`config.mk`:
```
export PLATFORM = sky130hd
export DESIGN_NAME = pcseq_top
export DESIGN_NICKNAME = d
export VERILOG_FILES = /design/src/rtl/pcseq_pkg.sv /design/src/rtl/pcseq_datapath.sv /design/src/rtl/pcseq_ctrl.sv /design/src/rtl/pcseq_top.sv
export SDC_FILE = /design/constraint.sdc
export NUM_CORES = 1
export LEC_CHECK = 0
export BUFFER_PORTS_ARGS = -buffer_cell sky130_fd_sc_hd__buf_2
export CORE_MARGIN = 2
export CORE_UTILIZATION = 50
export DETAILED_ROUTE_END_ITERATION = 10
export PLACE_DENSITY = 0.85
export SYNTH_ARGS = -nofsm -noshare
export SYNTH_HDL_FRONTEND = slang
export SYNTH_SLANG_ARGS = --single-unit
```
`constraint.sdc`:
```
create_clock -name clk -period 11.6 [get_ports clk]
set_input_delay 2.9 -clock clk [delete_from_list [all_inputs] [get_ports clk]]
set_output_delay 2.9 -clock clk [all_outputs]
set_load 0.03 [all_outputs]
```
`src/rtl/pcseq_pkg.sv`:
```
package pcseq_pkg;

  typedef enum logic {
    POL_DELAY = 1'b0,
    POL_PNT   = 1'b1
  } slotPolicy_e;

  // strobes from control to datapath
  typedef struct packed {
    logic loadBranch;
    logic loadJump;
    logic squash;
  } seqStrobe_t;

endpackage

```
`src/rtl/pcseq_datapath.sv`:
```
module pcseq_datapath
  import pcseq_pkg::*;
#(
  parameter int W           = 32,
  parameter int INSTR_BYTES = 4,
  parameter logic [W-1:0] RESET_VEC = '0
) (
  input  logic         clk,
  input  logic         rstN,
  input  seqStrobe_t   strobe,
  input  logic [W-1:0] decPc,
  input  logic [W-1:0] decReg,
  input  logic [W-1:0] decImm,
  input  logic [W-1:0] jumpTarget,
  output logic         regIsZero,
  output logic [W-1:0] fetchPc,
  output logic [W-1:0] nextPc
);

  localparam int SHIFT = $clog2(INSTR_BYTES);
  localparam logic [W-1:0] STEP = W'(INSTR_BYTES);

  logic [W-1:0] fetchPcQ;
  logic [W-1:0] seqPc;
  logic [W-1:0] linkPc;
  logic [W-1:0] branchTgt;

  // zero detector in decode
  assign regIsZero = (decReg == '0);

  // sequential and target adders
  assign seqPc     = fetchPcQ + STEP;
  assign linkPc    = decPc + STEP;
  assign branchTgt = linkPc + (decImm << SHIFT);

  always_comb begin
    if (strobe.loadJump)        nextPc = jumpTarget;
    else if (strobe.loadBranch) nextPc = branchTgt;
    else                        nextPc = seqPc;
  end

  always_ff @(posedge clk) begin
    if (!rstN) fetchPcQ <= RESET_VEC;
    else       fetchPcQ <= nextPc;
  end

  assign fetchPc = fetchPcQ;

  // control never asks for both redirections at once
  assert_single_redirect_R10: assert property (@(posedge clk) disable iff (!rstN)
    $onehot0({strobe.loadBranch, strobe.loadJump}));

  // without a redirection the fetch address steps by one instruction
  assert_seq_advance_R2: assert property (@(posedge clk) disable iff (!rstN)
    !(strobe.loadBranch || strobe.loadJump) |=> fetchPc == $past(fetchPc) + STEP);

endmodule

```
`src/rtl/pcseq_ctrl.sv`:
```
module pcseq_ctrl
  import pcseq_pkg::*;
(
  input  logic       clk,
  input  logic       rstN,
  input  logic       policyIn,
  input  logic       decBranch,
  input  logic       decJump,
  input  logic       decCond,
  input  logic       regIsZero,
  output seqStrobe_t strobe,
  output logic       taken
);

  slotPolicy_e policyQ;
  logic        afterFlushQ;
  logic        live;
  logic        condMet;
  logic        jumpGo;
  logic        branchGo;

  // decode slot holds a bubble right after a squash
  assign live     = !afterFlushQ;
  assign condMet  = decCond ? !regIsZero : regIsZero;
  assign jumpGo   = live && decJump;
  assign branchGo = live && decBranch && !decJump && condMet;
  assign taken    = jumpGo || branchGo;

  always_comb begin
    strobe.loadJump   = jumpGo;
    strobe.loadBranch = branchGo;
    strobe.squash     = taken && (policyQ == POL_PNT);
  end

  always_ff @(posedge clk) begin
    if (!rstN) begin
      policyQ     <= slotPolicy_e'(policyIn);
      afterFlushQ <= 1'b0;
    end else begin
      afterFlushQ <= strobe.squash;
    end
  end

  // a squash only accompanies a taken transfer
  assert_flush_needs_taken_R6: assert property (@(posedge clk) disable iff (!rstN)
    strobe.squash |-> taken);

  // delay-slot mode never squashes
  assert_delay_no_flush_R7: assert property (@(posedge clk) disable iff (!rstN)
    (policyQ == POL_DELAY) |-> !strobe.squash);

  // the bubble after a squash cannot redirect
  assert_bubble_ignored_R8: assert property (@(posedge clk) disable iff (!rstN)
    strobe.squash |=> (!taken && !strobe.squash));

  // captured policy holds after reset
  assert_policy_held_R9: assert property (@(posedge clk) disable iff (!rstN)
    1'b1 |=> $stable(policyQ));

  // no indication in decode means no transfer
  assert_idle_not_taken_R3: assert property (@(posedge clk) disable iff (!rstN)
    !(decBranch || decJump) |-> !taken);

endmodule

```
`src/rtl/pcseq_top.sv`:
```
module pcseq_top
  import pcseq_pkg::*;
#(
  parameter int W           = 32,
  parameter int INSTR_BYTES = 4,
  parameter logic [W-1:0] RESET_VEC = 32'h0000_1000
) (
  input  logic         clk,
  input  logic         rstN,
  input  logic         policyIn,
  input  logic         decBranch,
  input  logic         decJump,
  input  logic         decCond,
  input  logic [W-1:0] decPc,
  input  logic [W-1:0] decReg,
  input  logic [W-1:0] decImm,
  input  logic [W-1:0] jumpTarget,
  output logic [W-1:0] fetchPc,
  output logic [W-1:0] nextPc,
  output logic         flushIfId,
  output logic         taken
);

  seqStrobe_t strobe;
  logic       regIsZero;

  pcseq_ctrl ctrl_i (
    .clk       (clk),
    .rstN      (rstN),
    .policyIn  (policyIn),
    .decBranch (decBranch),
    .decJump   (decJump),
    .decCond   (decCond),
    .regIsZero (regIsZero),
    .strobe    (strobe),
    .taken     (taken)
  );

  pcseq_datapath #(
    .W           (W),
    .INSTR_BYTES (INSTR_BYTES),
    .RESET_VEC   (RESET_VEC)
  ) dp_i (
    .clk        (clk),
    .rstN       (rstN),
    .strobe     (strobe),
    .decPc      (decPc),
    .decReg     (decReg),
    .decImm     (decImm),
    .jumpTarget (jumpTarget),
    .regIsZero  (regIsZero),
    .fetchPc    (fetchPc),
    .nextPc     (nextPc)
  );

  assign flushIfId = strobe.squash;

endmodule

```
Word-level counts from Yosys, hierarchy flattened
Cells that the tools add are included.
Word-level totals
  register bits after elaboration: 34
  bits of input ports: 134
  output and inout bits: 66
  word-level logic and storage cells: 19
Operators by class
  add/subtract/negate cells: 3
  muxes and demuxes: 3
  reductions and logical operators: 10
Operator list (number)
  $add 32x3->32 const B: 2
  $mux 32: 2
  $add 32x32->32: 1
  $logic_not 32->1: 1
  $logic_and 1x1->1: 5
  $logic_not 1->1: 3
  $logic_or 1x1->1: 1
  $mux 1: 1

Longest topological paths before layout
Gate-level depths: netlist of the first run.
  depth in word-level cells: 6
  depth in mapped cells: 13
  depth with buffers taken out: 13

Modules after synthesis
From an unflattened synthesis of the first run, not the netlist that was laid out.
Second synthesis, totals
  cell total of the unflattened synthesis: 595
  area, all modules: 4695.8 um2
By module, submodules not included
  pcseq_datapath: times used 1, cells each 580, area each 4544.4 um2
  pcseq_ctrl: times used 1, cells each 15, area each 151.4 um2

Worst setup path after synthesis of the first run
No wires, ideal clock.
  path type: input-to-output
  from: input decPc[3]
  to: output nextPc[19]
  arrival time: 5.594 ns
  setup slack: 3.106 ns
  stages: 11
  cells stage by stage: ha_1 -> ha_1 -> fa_1 -> a21oi_1 -> o311a_1 -> o21bai_4 -> a21oi_1 -> o21bai_1 -> xor2_1 -> nor2_1 -> o31ai_1
Between the ends
  longest elaborated chain between the ends: 4
Ends and longest elaborated chain
  from (decl): line pcseq_top.sv:14  | input logic [W-1:0] decPc,
  $add 32x3->32: line pcseq_datapath.sv:33  | assign linkPc = decPc + STEP;
  $add 32x32->32: line pcseq_datapath.sv:34  | assign branchTgt = linkPc + (decImm << SHIFT);
  $mux 32: line pcseq_datapath.sv:38  | else if (strobe.loadBranch) nextPc = branchTgt;
  $mux 32: line pcseq_datapath.sv:37  | if (strobe.loadJump) nextPc = jumpTarget;
  to (decl): line pcseq_top.sv:19  | output logic [W-1:0] nextPc,
No other way between the ends.

Final worst setup path of the first run
Same ends and word-level chain as after synthesis.

==> results.md, run 1 <==
- Reported net switching power: 0.000252 W
- Vias post-DR: 5011
- Pin count of the biggest net entering global routing: 46
- Area of the multi-input gates: 3390 um^2
- Count of nets after finishing: 938
- Number of placement rows: 33
- Unrepaired setup endpoints after global routing: false
- Required time of the worst setup path: 8.70 ns
- Resized cells post-CTS: 0
- Setup slack on the worst flop-to-flop path: 8.83 ns
- Critical path launch point: decPc[3]
- Total negative slack: 0 ns
- Total power after layout: 0.000552 W
- Async set-reset flop share out of synthesis: 0%
- Synthesized Nets: 761
- Area contributors post-synth: sky130_fd_sc_hd__ha_1 17%, sky130_fd_sc_hd__dfxtp_1 16%, sky130_fd_sc_hd__a21oi_1 6.5%
- Setup skew after layout: 0.00431 ns
- Worst-path maximum fanout: 3
- Element type at the critical path end: output pin
- Minimum clock period: 8.86 ns
- Worst path arrival time: 5.96 ns
- Initial standard-cell utilization of the core: 51.6%
- Power density of the placed cells: 103 nW/um^2
- RR Startpoint: ctrl_i.afterFlushQ$_SDFF_PN0_
- Dominant register cell in the synthesized netlist: sky130_fd_sc_hd__dfxtp_1
- Standard cell with the maximum stage delay on the critical path: sky130_fd_sc_hd__fa_1
- Sequential area share after synthesis: 16.3%
- Cell area after synthesis: 4240 um^2
- DRT antenna net count: 0
- IO buf count: 197
- Number of buffers between clock root and the deepest sink: 2
- Final hold violation count: 0
- First-pass detailed-route iteration total: 5
- Internal portion of total power: 0.000300 W
- Largest stage delay, worst path: 0.42 ns
- Setup repair bufs after CTS: 0
- Clock Latency Late Sink: 0.29 ns
- DRC: 0
- Period Utilization, post-route: 76.4%
- Min-Delay Path Class: flip-flop to flip-flop
- Number of synthesized flops with an enable pin: 1
- Seq pwr share: 25.7%
- Average via count per standard cell: 5.88
- Launching element type of the critical path: primary input
- I/O pin total: 200
- Buffer cell driving the clock tree root: sky130_fd_sc_hd__clkbuf_8
- Count of fill cells added during filler insertion: 742
- IR Drop Worst-Case VDD: 0.0464 mV
- Total Die Area: 9230 um^2
- Endpoint of the worst register-to-register path: dp_i.fetchPc[30]$_SDFF_PN0_
- Number of synthesized register bits: 34
- Post-synthesis cell count: 568
- Post-cts hold buffer count: 0
- Final global-route overflow total: 0
- Post-Synthesis Mean Instance Area: 7.46 um^2
- CTS sink cnt: 34
- Part of the total power dissipated in combinational logic: 55.0%
- Highest-count cells in the layout ignoring fill and taps: 197 x sky130_fd_sc_hd__buf_2, 64 x sky130_fd_sc_hd__nor2_1, 61 x sky130_fd_sc_hd__nand2_1
- Final routed wirelength across all metal layers: 13800 um
- Setup violations, final: 0
- DP HPWL: 11100 um
- Clock transition at path regs: 0.07 ns
- Area fraction of the dominant cell type after synthesis: 17.1%
- Static leakage: 2.66 nW
- Number of buffers added by the clock tree synthesis step: 5
- Fraction of layout cells with a size suffix above 1: 31.0%
- First-pass GRT wire length: 20900 um
- Die Ht: 96.1 um
- Worst slew slack as a fraction of its limit: 36.5%
- Commonest non-fill, non-tap cell in the layout: sky130_fd_sc_hd__buf_2
- Final estimated routing congestion in global placement: 0.926
- Cells along the critical path: buf_2 > ha_1 > ha_1 > fa_1 > a21oi_1 > o311a_1 > o21bai_4 > a21oi_1 > o21bai_1 > xor2_1 > nor2_1 > o31ai_1 > buf_2
- Vias in the first global route: 4507
- Layout overhead on the synthesized area: 26.7%
- Max Slew Vio Count: 0
- Clock share of power: 19.3%
- Mean routed wirelength per cell: 16.2 um
- Post-synthesis cell type with the largest combined area: sky130_fd_sc_hd__ha_1
- TritonCTS clock tree: yes
- CP bufs+invs: 2
- Max cap viols: 0
- Instance count on the critical path: 13
- Pin slew with the least headroom to its limit: 0.952 ns
- Synthesis warning total: 0
- Crit Path Category: primary input to output pin
- CTS HTree Levels: 2
- Result of the run: finished, final reports clean
- First DRT Iteration DRCs: 312
- Total global-route track usage: 28.8%
- Endpoint of the worst setup timing path: nextPc[19]
- Worst reg2reg path depth: 6
- Die width: 96.1 um
- Dominant delay contributor by cell family on the critical path: compound AO/OA/AOI/OAI gates
- Count of cells along the worst hold path: 1
- Sequential cell area in the final layout: 691 um^2
- Initial antenna violation count: 2
- F_max: 113 MHz
- Proportion of total power due to net switching: 45.7%
- Unique masters post-synth: 68
- Area of the core region: 8220 um^2
## cell usage after synthesis, types with 2 or more instances
cell type and number:
sky130_fd_sc_hd__nor4_1 8, sky130_fd_sc_hd__xnor2_1 26, sky130_fd_sc_hd__nand3_1 22, sky130_fd_sc_hd__inv_1 12, sky130_fd_sc_hd__a31oi_1 6, sky130_fd_sc_hd__buf_2 5
sky130_fd_sc_hd__and3_1 6, sky130_fd_sc_hd__dfxtp_1 33, sky130_fd_sc_hd__nor3_1 13, sky130_fd_sc_hd__clkbuf_1 23, sky130_fd_sc_hd__nand4_1 12, sky130_fd_sc_hd__nor2_1 64
sky130_fd_sc_hd__o211a_1 2, sky130_fd_sc_hd__o22ai_1 3, sky130_fd_sc_hd__o21ai_0 18, sky130_fd_sc_hd__o21bai_1 4, sky130_fd_sc_hd__nand2_1 61, sky130_fd_sc_hd__xor2_1 25
sky130_fd_sc_hd__o211ai_1 4, sky130_fd_sc_hd__a21o_1 10, sky130_fd_sc_hd__ha_1 58, sky130_fd_sc_hd__and2_1 20, sky130_fd_sc_hd__o21a_1 4, sky130_fd_sc_hd__or2_2 2
sky130_fd_sc_hd__a21oi_1 55, sky130_fd_sc_hd__nor2b_1 2, sky130_fd_sc_hd__o21ai_1 13, sky130_fd_sc_hd__a311oi_1 2, sky130_fd_sc_hd__nor4_4 2, sky130_fd_sc_hd__nand2b_1 4
sky130_fd_sc_hd__o2111ai_1 2, sky130_fd_sc_hd__a211oi_1 11
## how the worst min path moves through the flow
stage	startpoint	endpoint	slack, ns
6_report	ctrl_i.policyQ$_DFFE_PN_	ctrl_i.afterFlushQ$_SDFF_PN0_	0.51
4_1_cts	ctrl_i.policyQ$_DFFE_PN_	ctrl_i.afterFlushQ$_SDFF_PN0_	0.51
3_5_place_dp	ctrl_i.policyQ$_DFFE_PN_	ctrl_i.afterFlushQ$_SDFF_PN0_	0.49
2_1_floorplan	ctrl_i.policyQ$_DFFE_PN_	ctrl_i.afterFlushQ$_SDFF_PN0_	0.46
3_3_place_gp	ctrl_i.policyQ$_DFFE_PN_	ctrl_i.afterFlushQ$_SDFF_PN0_	0.50
5_1_grt	ctrl_i.policyQ$_DFFE_PN_	ctrl_i.afterFlushQ$_SDFF_PN0_	0.54
## metal layers
| metal | share of wire (%) | track usage, % |
|---|---|---|
| met1 | 40 | 33.8 |
| met2 | 49 | 52.7 |
| met3 | 8.5 | 4.70 |
| met4 | 2.8 | 9.88 |
| met5 | 0 | 0 |
## sequential cells by signal (all words and copies together), names as in the netlist
| name | flops |
|---|---|
| ctrl_i.afterFlushQ | 1 |
| ctrl_i.policyQ | 1 |
| dp_i.fetchPc | 32 |
## power groups by stage
stage | Combinational (W) | Sequential (W) | Clock [W]
5_1_grt | 0.000329 | 0.000144 | 0.000112
4_1_cts | 0.000301 | 0.000142 | 0.000107
2_1_floorplan | 0.000190 | 0.000162 | 0
6_report | 0.000304 | 0.000142 | 0.000106
3_3_place_gp | 0.000293 | 0.000143 | 0
3_5_place_dp | 0.000299 | 0.000144 | 0
## kinds of logic after synthesis
| logic type | Yosys count | share of synthesized area [%] |
|---|---|---|
| buffers and inverters | 41 | 3.87 |
| AOI/OAI and AO/OA | 153 | 23.9 |
| adders and majority gates | 59 | 17.6 |
| and+or+nand+nor | 228 | 27.3 |
| xor gates and xnor gates | 51 | 10.5 |
| muxes | 2 | 0.502 |
| DFF | 34 | 16.3 |
## per-stage QoR
step	cells	utilization [%]	hold WS (ns)	cell area [um^2]	setup slack, ns
2_1_floorplan	568	-	0.461	4240	3.11
3_3_place_gp	843	64.0	0.495	5260	2.88
3_5_place_dp	843	64.0	0.491	5260	2.81
4_1_cts	851	65.3	0.508	5370	2.79
5_1_grt	852	65.4	0.543	5370	2.60
6_report	852	65.4	0.509	5370	2.74
## area by class of cell
class,count,area share (%)
Multi-Input combinational cell,493,63.1
Sequential cell,34,12.9
Antenna cell,1,0.0466
Tap cell,105,2.45
Inverter,12,0.839
Clock buffer,8,2.05
Timing Repair Buffer,199,18.6
## worst register-to-register path, delay by kind of cell, from the launching register on
family,cells,cell delay (ns)
AO/OA/AOI/OAI,3,0.83
flip-flops,1,0.34
multiplexers,1,0.79
AND/OR/NAND/NOR,2,0.70
No activity file was read; power rests on OpenSTA's default activity.
==> inputs of run 2 (changes only) <==
- CORE_UTILIZATION: 50 -> 48
- PLACE_DENSITY: 0.85 -> 0.82
- clock period: 11.6 -> 9.29 ns (I/O delays scaled with it)
==> run 2 against run 1 <==
Net effect:
- clock power rose by 8%
- power is 21% higher
- register-to-register slack worse by 2.3 ns
- via count decreased by 1.5%
- clock skew increased by 0.0067 ns
- critical endpoint is now nextPc[31]
- largest cell class unchanged
- global-route usage decreased by 2.1 points
- utilization shrank 3.4 points
- cell count grew 0.12%
- sequential cell count is the same
- design area decreased by 0.42%
- worst setup slack got worse by 1.1 ns
==> results.md, run 2 (synthesized netlist as in run 1, its figures left out) <==
- Initial standard-cell utilization of the core: 49.1% (was 51.6%)
- Standard cell with the maximum stage delay on the critical path: sky130_fd_sc_hd__fa_1 (unchanged)
- Setup repair bufs after CTS: 0 (unchanged)
- RR Startpoint: ctrl_i.afterFlushQ$_SDFF_PN0_ (unchanged)
- Final hold violation count: 0 (unchanged)
- First DRT Iteration DRCs: 316 (was 312)
- Post-cts hold buffer count: 0 (unchanged)
- Die width: 98.0 um (was 96.1 um)
- Number of placement rows: 34 (was 33)
- Worst-path maximum fanout: 3 (unchanged)
- Sequential cell area in the final layout: 691 um^2 (unchanged)
- Setup slack on the worst flop-to-flop path: 6.52 ns (was 8.83 ns)
- Total Die Area: 9600 um^2 (was 9230 um^2)
- IR Drop Worst-Case VDD: 0.0545 mV (was 0.0464 mV)
- Count of nets after finishing: 938 (unchanged)
- CTS sink cnt: 34 (unchanged)
- Max cap viols: 0 (unchanged)
- Antenna Diode Count: 0 (was 1)
- Highest-count cells in the layout ignoring fill and taps: 197 x sky130_fd_sc_hd__buf_2, 64 x sky130_fd_sc_hd__nor2_1, 61 x sky130_fd_sc_hd__nand2_1 (unchanged)
- Average via count per standard cell: 5.78 (was 5.88)
- Placed instance area: 5260 um^2 (about the same)
- Fraction of layout cells with a size suffix above 1: 30.7% (was 31.0%)
- Vias in the first global route: 4715 (was 4507)
- Setup violations, final: 0 (unchanged)
- Vias post-DR: 4934 (was 5011)
- Area of the core region: 8640 um^2 (was 8220 um^2)
- Count of cells along the worst hold path: 1 (unchanged)
- Final estimated routing congestion in global placement: 0.959 (was 0.926)
- First-pass detailed-route iteration total: 5 (unchanged)
- Final instance area: 5350 um^2 (was 5370 um^2)
- CTS HTree Levels: 2 (unchanged)
- Worst path arrival time: 5.35 ns (was 5.96 ns)
- Layout overhead on the synthesized area: 26.2% (was 26.7%)
- DP HPWL: 11000 um (was 11100 um)
- Initial antenna violation count: 1 (was 2)
- Minimum clock period: 7.67 ns
- Buffer cell driving the clock tree root: sky130_fd_sc_hd__clkbuf_8 (unchanged)
- DRC: 0 (unchanged)
- Period Utilization, post-route: 82.5%
- Hold-critical path endpoint: ctrl_i.afterFlushQ$_SDFF_PN0_ (unchanged)
- Crit Path Category: primary input to output pin (unchanged)
- Total negative slack: 0 ns (unchanged)
- Final routed wirelength across all metal layers: 13500 um (was 13800 um)
- Final core area utilization: 61.9% (was 65.4%)
- IO buf count: 197 (unchanged)
- TritonCTS clock tree: yes (unchanged)
- Area of the multi-input gates: 3390 um^2 (unchanged)
- Largest stage delay, worst path: 0.41 ns (was 0.42 ns)
- CP bufs+invs: 2 (unchanged)
- Pin slew with the least headroom to its limit: 0.893 ns (was 0.952 ns)
- Cells along the critical path: buf_2 > ha_1 > ha_1 > fa_1 > a21oi_1 > o311a_1 > o21bai_4 > a2111oi_4 > nor3b_2 > o2111a_1 > o21ai_1 > and2_1 > buf_2 (was buf_2 > ha_1 > ha_1 > fa_1 > a21oi_1 > o311a_1 > o21bai_4 > a21oi_1 > o21bai_1 > xor2_1 > nor2_1 > o31ai_1 > buf_2)
- Dominant delay contributor by cell family on the critical path: compound AO/OA/AOI/OAI gates (unchanged)
- Required time of the worst setup path: 6.97 ns (was 8.70 ns)
- Setup skew after layout: 0.0110 ns (was 0.00431 ns)
- Post-placement worst setup slack: 1.68 ns (was 2.81 ns)
- Pin count of the biggest net entering global routing: 46 (unchanged)
- Setup slack of the critical path after layout: 1.62 ns (was 2.74 ns)
- Total global-route track usage: 26.8% (was 28.8%)
- Unrepaired setup endpoints after global routing: false (unchanged)
- Clock Latency Late Sink: 0.29 ns (about the same)
- Element type at the critical path end: output pin (unchanged)
- Commonest non-fill, non-tap cell in the layout: sky130_fd_sc_hd__buf_2 (unchanged)
- First-pass GRT wire length: 21400 um (was 20900 um)
- DRT antenna net count: 0 (unchanged)
- Launching element type of the critical path: primary input (unchanged)
- Static leakage: 2.64 nW (was 2.66 nW)
- Clock transition at path regs: 0.08 ns (was 0.07 ns)
- F_max: 130 MHz
- Number of buffers added by the clock tree synthesis step: 5 (unchanged)
- Launch instance of the worst min-delay path: ctrl_i.policyQ$_DFFE_PN_ (unchanged)
- Resized cells post-CTS: 0 (unchanged)
- Final global-route overflow total: 0 (unchanged)
- Result of the run: finished, final reports clean (unchanged)
- Min-Delay Path Class: flip-flop to flip-flop (unchanged)
- Number of buffers between clock root and the deepest sink: 2 (unchanged)
- Worst reg2reg path depth: 6 (unchanged)
- Flip-flop count of the largest register after layout: 32 (unchanged)
- Max Slew Vio Count: 0 (unchanged)
- Worst slew slack as a fraction of its limit: 40.4% (was 36.5%)
- Count of fill cells added during filler insertion: 807 (was 742)
- I/O pin total: 200 (unchanged)
- Endpoint of the worst register-to-register path: dp_i.fetchPc[30]$_SDFF_PN0_ (unchanged)
- Power density of the placed cells: 125 nW/um^2 (was 103 nW/um^2)
- Mean routed wirelength per cell: 15.8 um (was 16.2 um)
- Die Ht: 98.0 um (was 96.1 um)
## run 2: layout make-up
cell class | count | share of cell area (%)
Multi-Input combinational cell | 493 | 63.4
Timing Repair Buffer | 199 | 18.7
Sequential cell | 34 | 12.9
Tap cell | 108 | 2.53
Clock buffer | 7 | 1.61
Inverter | 12 | 0.842
## run 2: how the worst max path moves through the flow
stage	startpoint	to	slack [ns]	cells past startpoint
floorplan	decPc[3]	nextPc[19]	1.95	11
global placement	decPc[3]	nextPc[31]	1.74	13
detailed placement	decPc[3]	nextPc[31]	1.68	13
CTS	decPc[3]	nextPc[31]	1.66	13
global route	decPc[3]	nextPc[31]	1.43	13
finish	decPc[3]	nextPc[31]	1.62	13
## run 2: per-layer routing
metal  track usage, %  wire length, um
met2             49.6             6760
met1             31.9             5470
met5                0                0
met3             4.15              992
met4             7.26              251
## run 2: report_power, final
part	leakage, nW	switching [W]	internal (W)
clock network	0.0443	0.0000551	0.0000589
logic	2.31	0.000238	0.000139
registers	0.284	0.0000175	0.000160
total	2.64	0.000311	0.000358
## run 2: worst register-to-register path, stage by stage, from the launching register on
cell                       delay, ns
sky130_fd_sc_hd__dfxtp_1        0.35
sky130_fd_sc_hd__nor4b_1        0.52
sky130_fd_sc_hd__mux2_2         0.78
sky130_fd_sc_hd__o211ai_1       0.21
sky130_fd_sc_hd__a311oi_1       0.52
sky130_fd_sc_hd__a311oi_2       0.08
sky130_fd_sc_hd__and2_1         0.22
## run 2: stage by stage
| step | total power (W) | hold slack (ns) | std cells |
|---|---|---|---|
| detailed placement | 0.000552 | 0.538 | 846 |
| CTS | 0.000666 | 0.561 | 853 |
| global route | 0.000710 | 0.572 | 853 |
| global placement | 0.000544 | 0.534 | 846 |
| floorplan | 0.000440 | 0.461 | 568 |
| finish | 0.000669 | 0.555 | 853 |
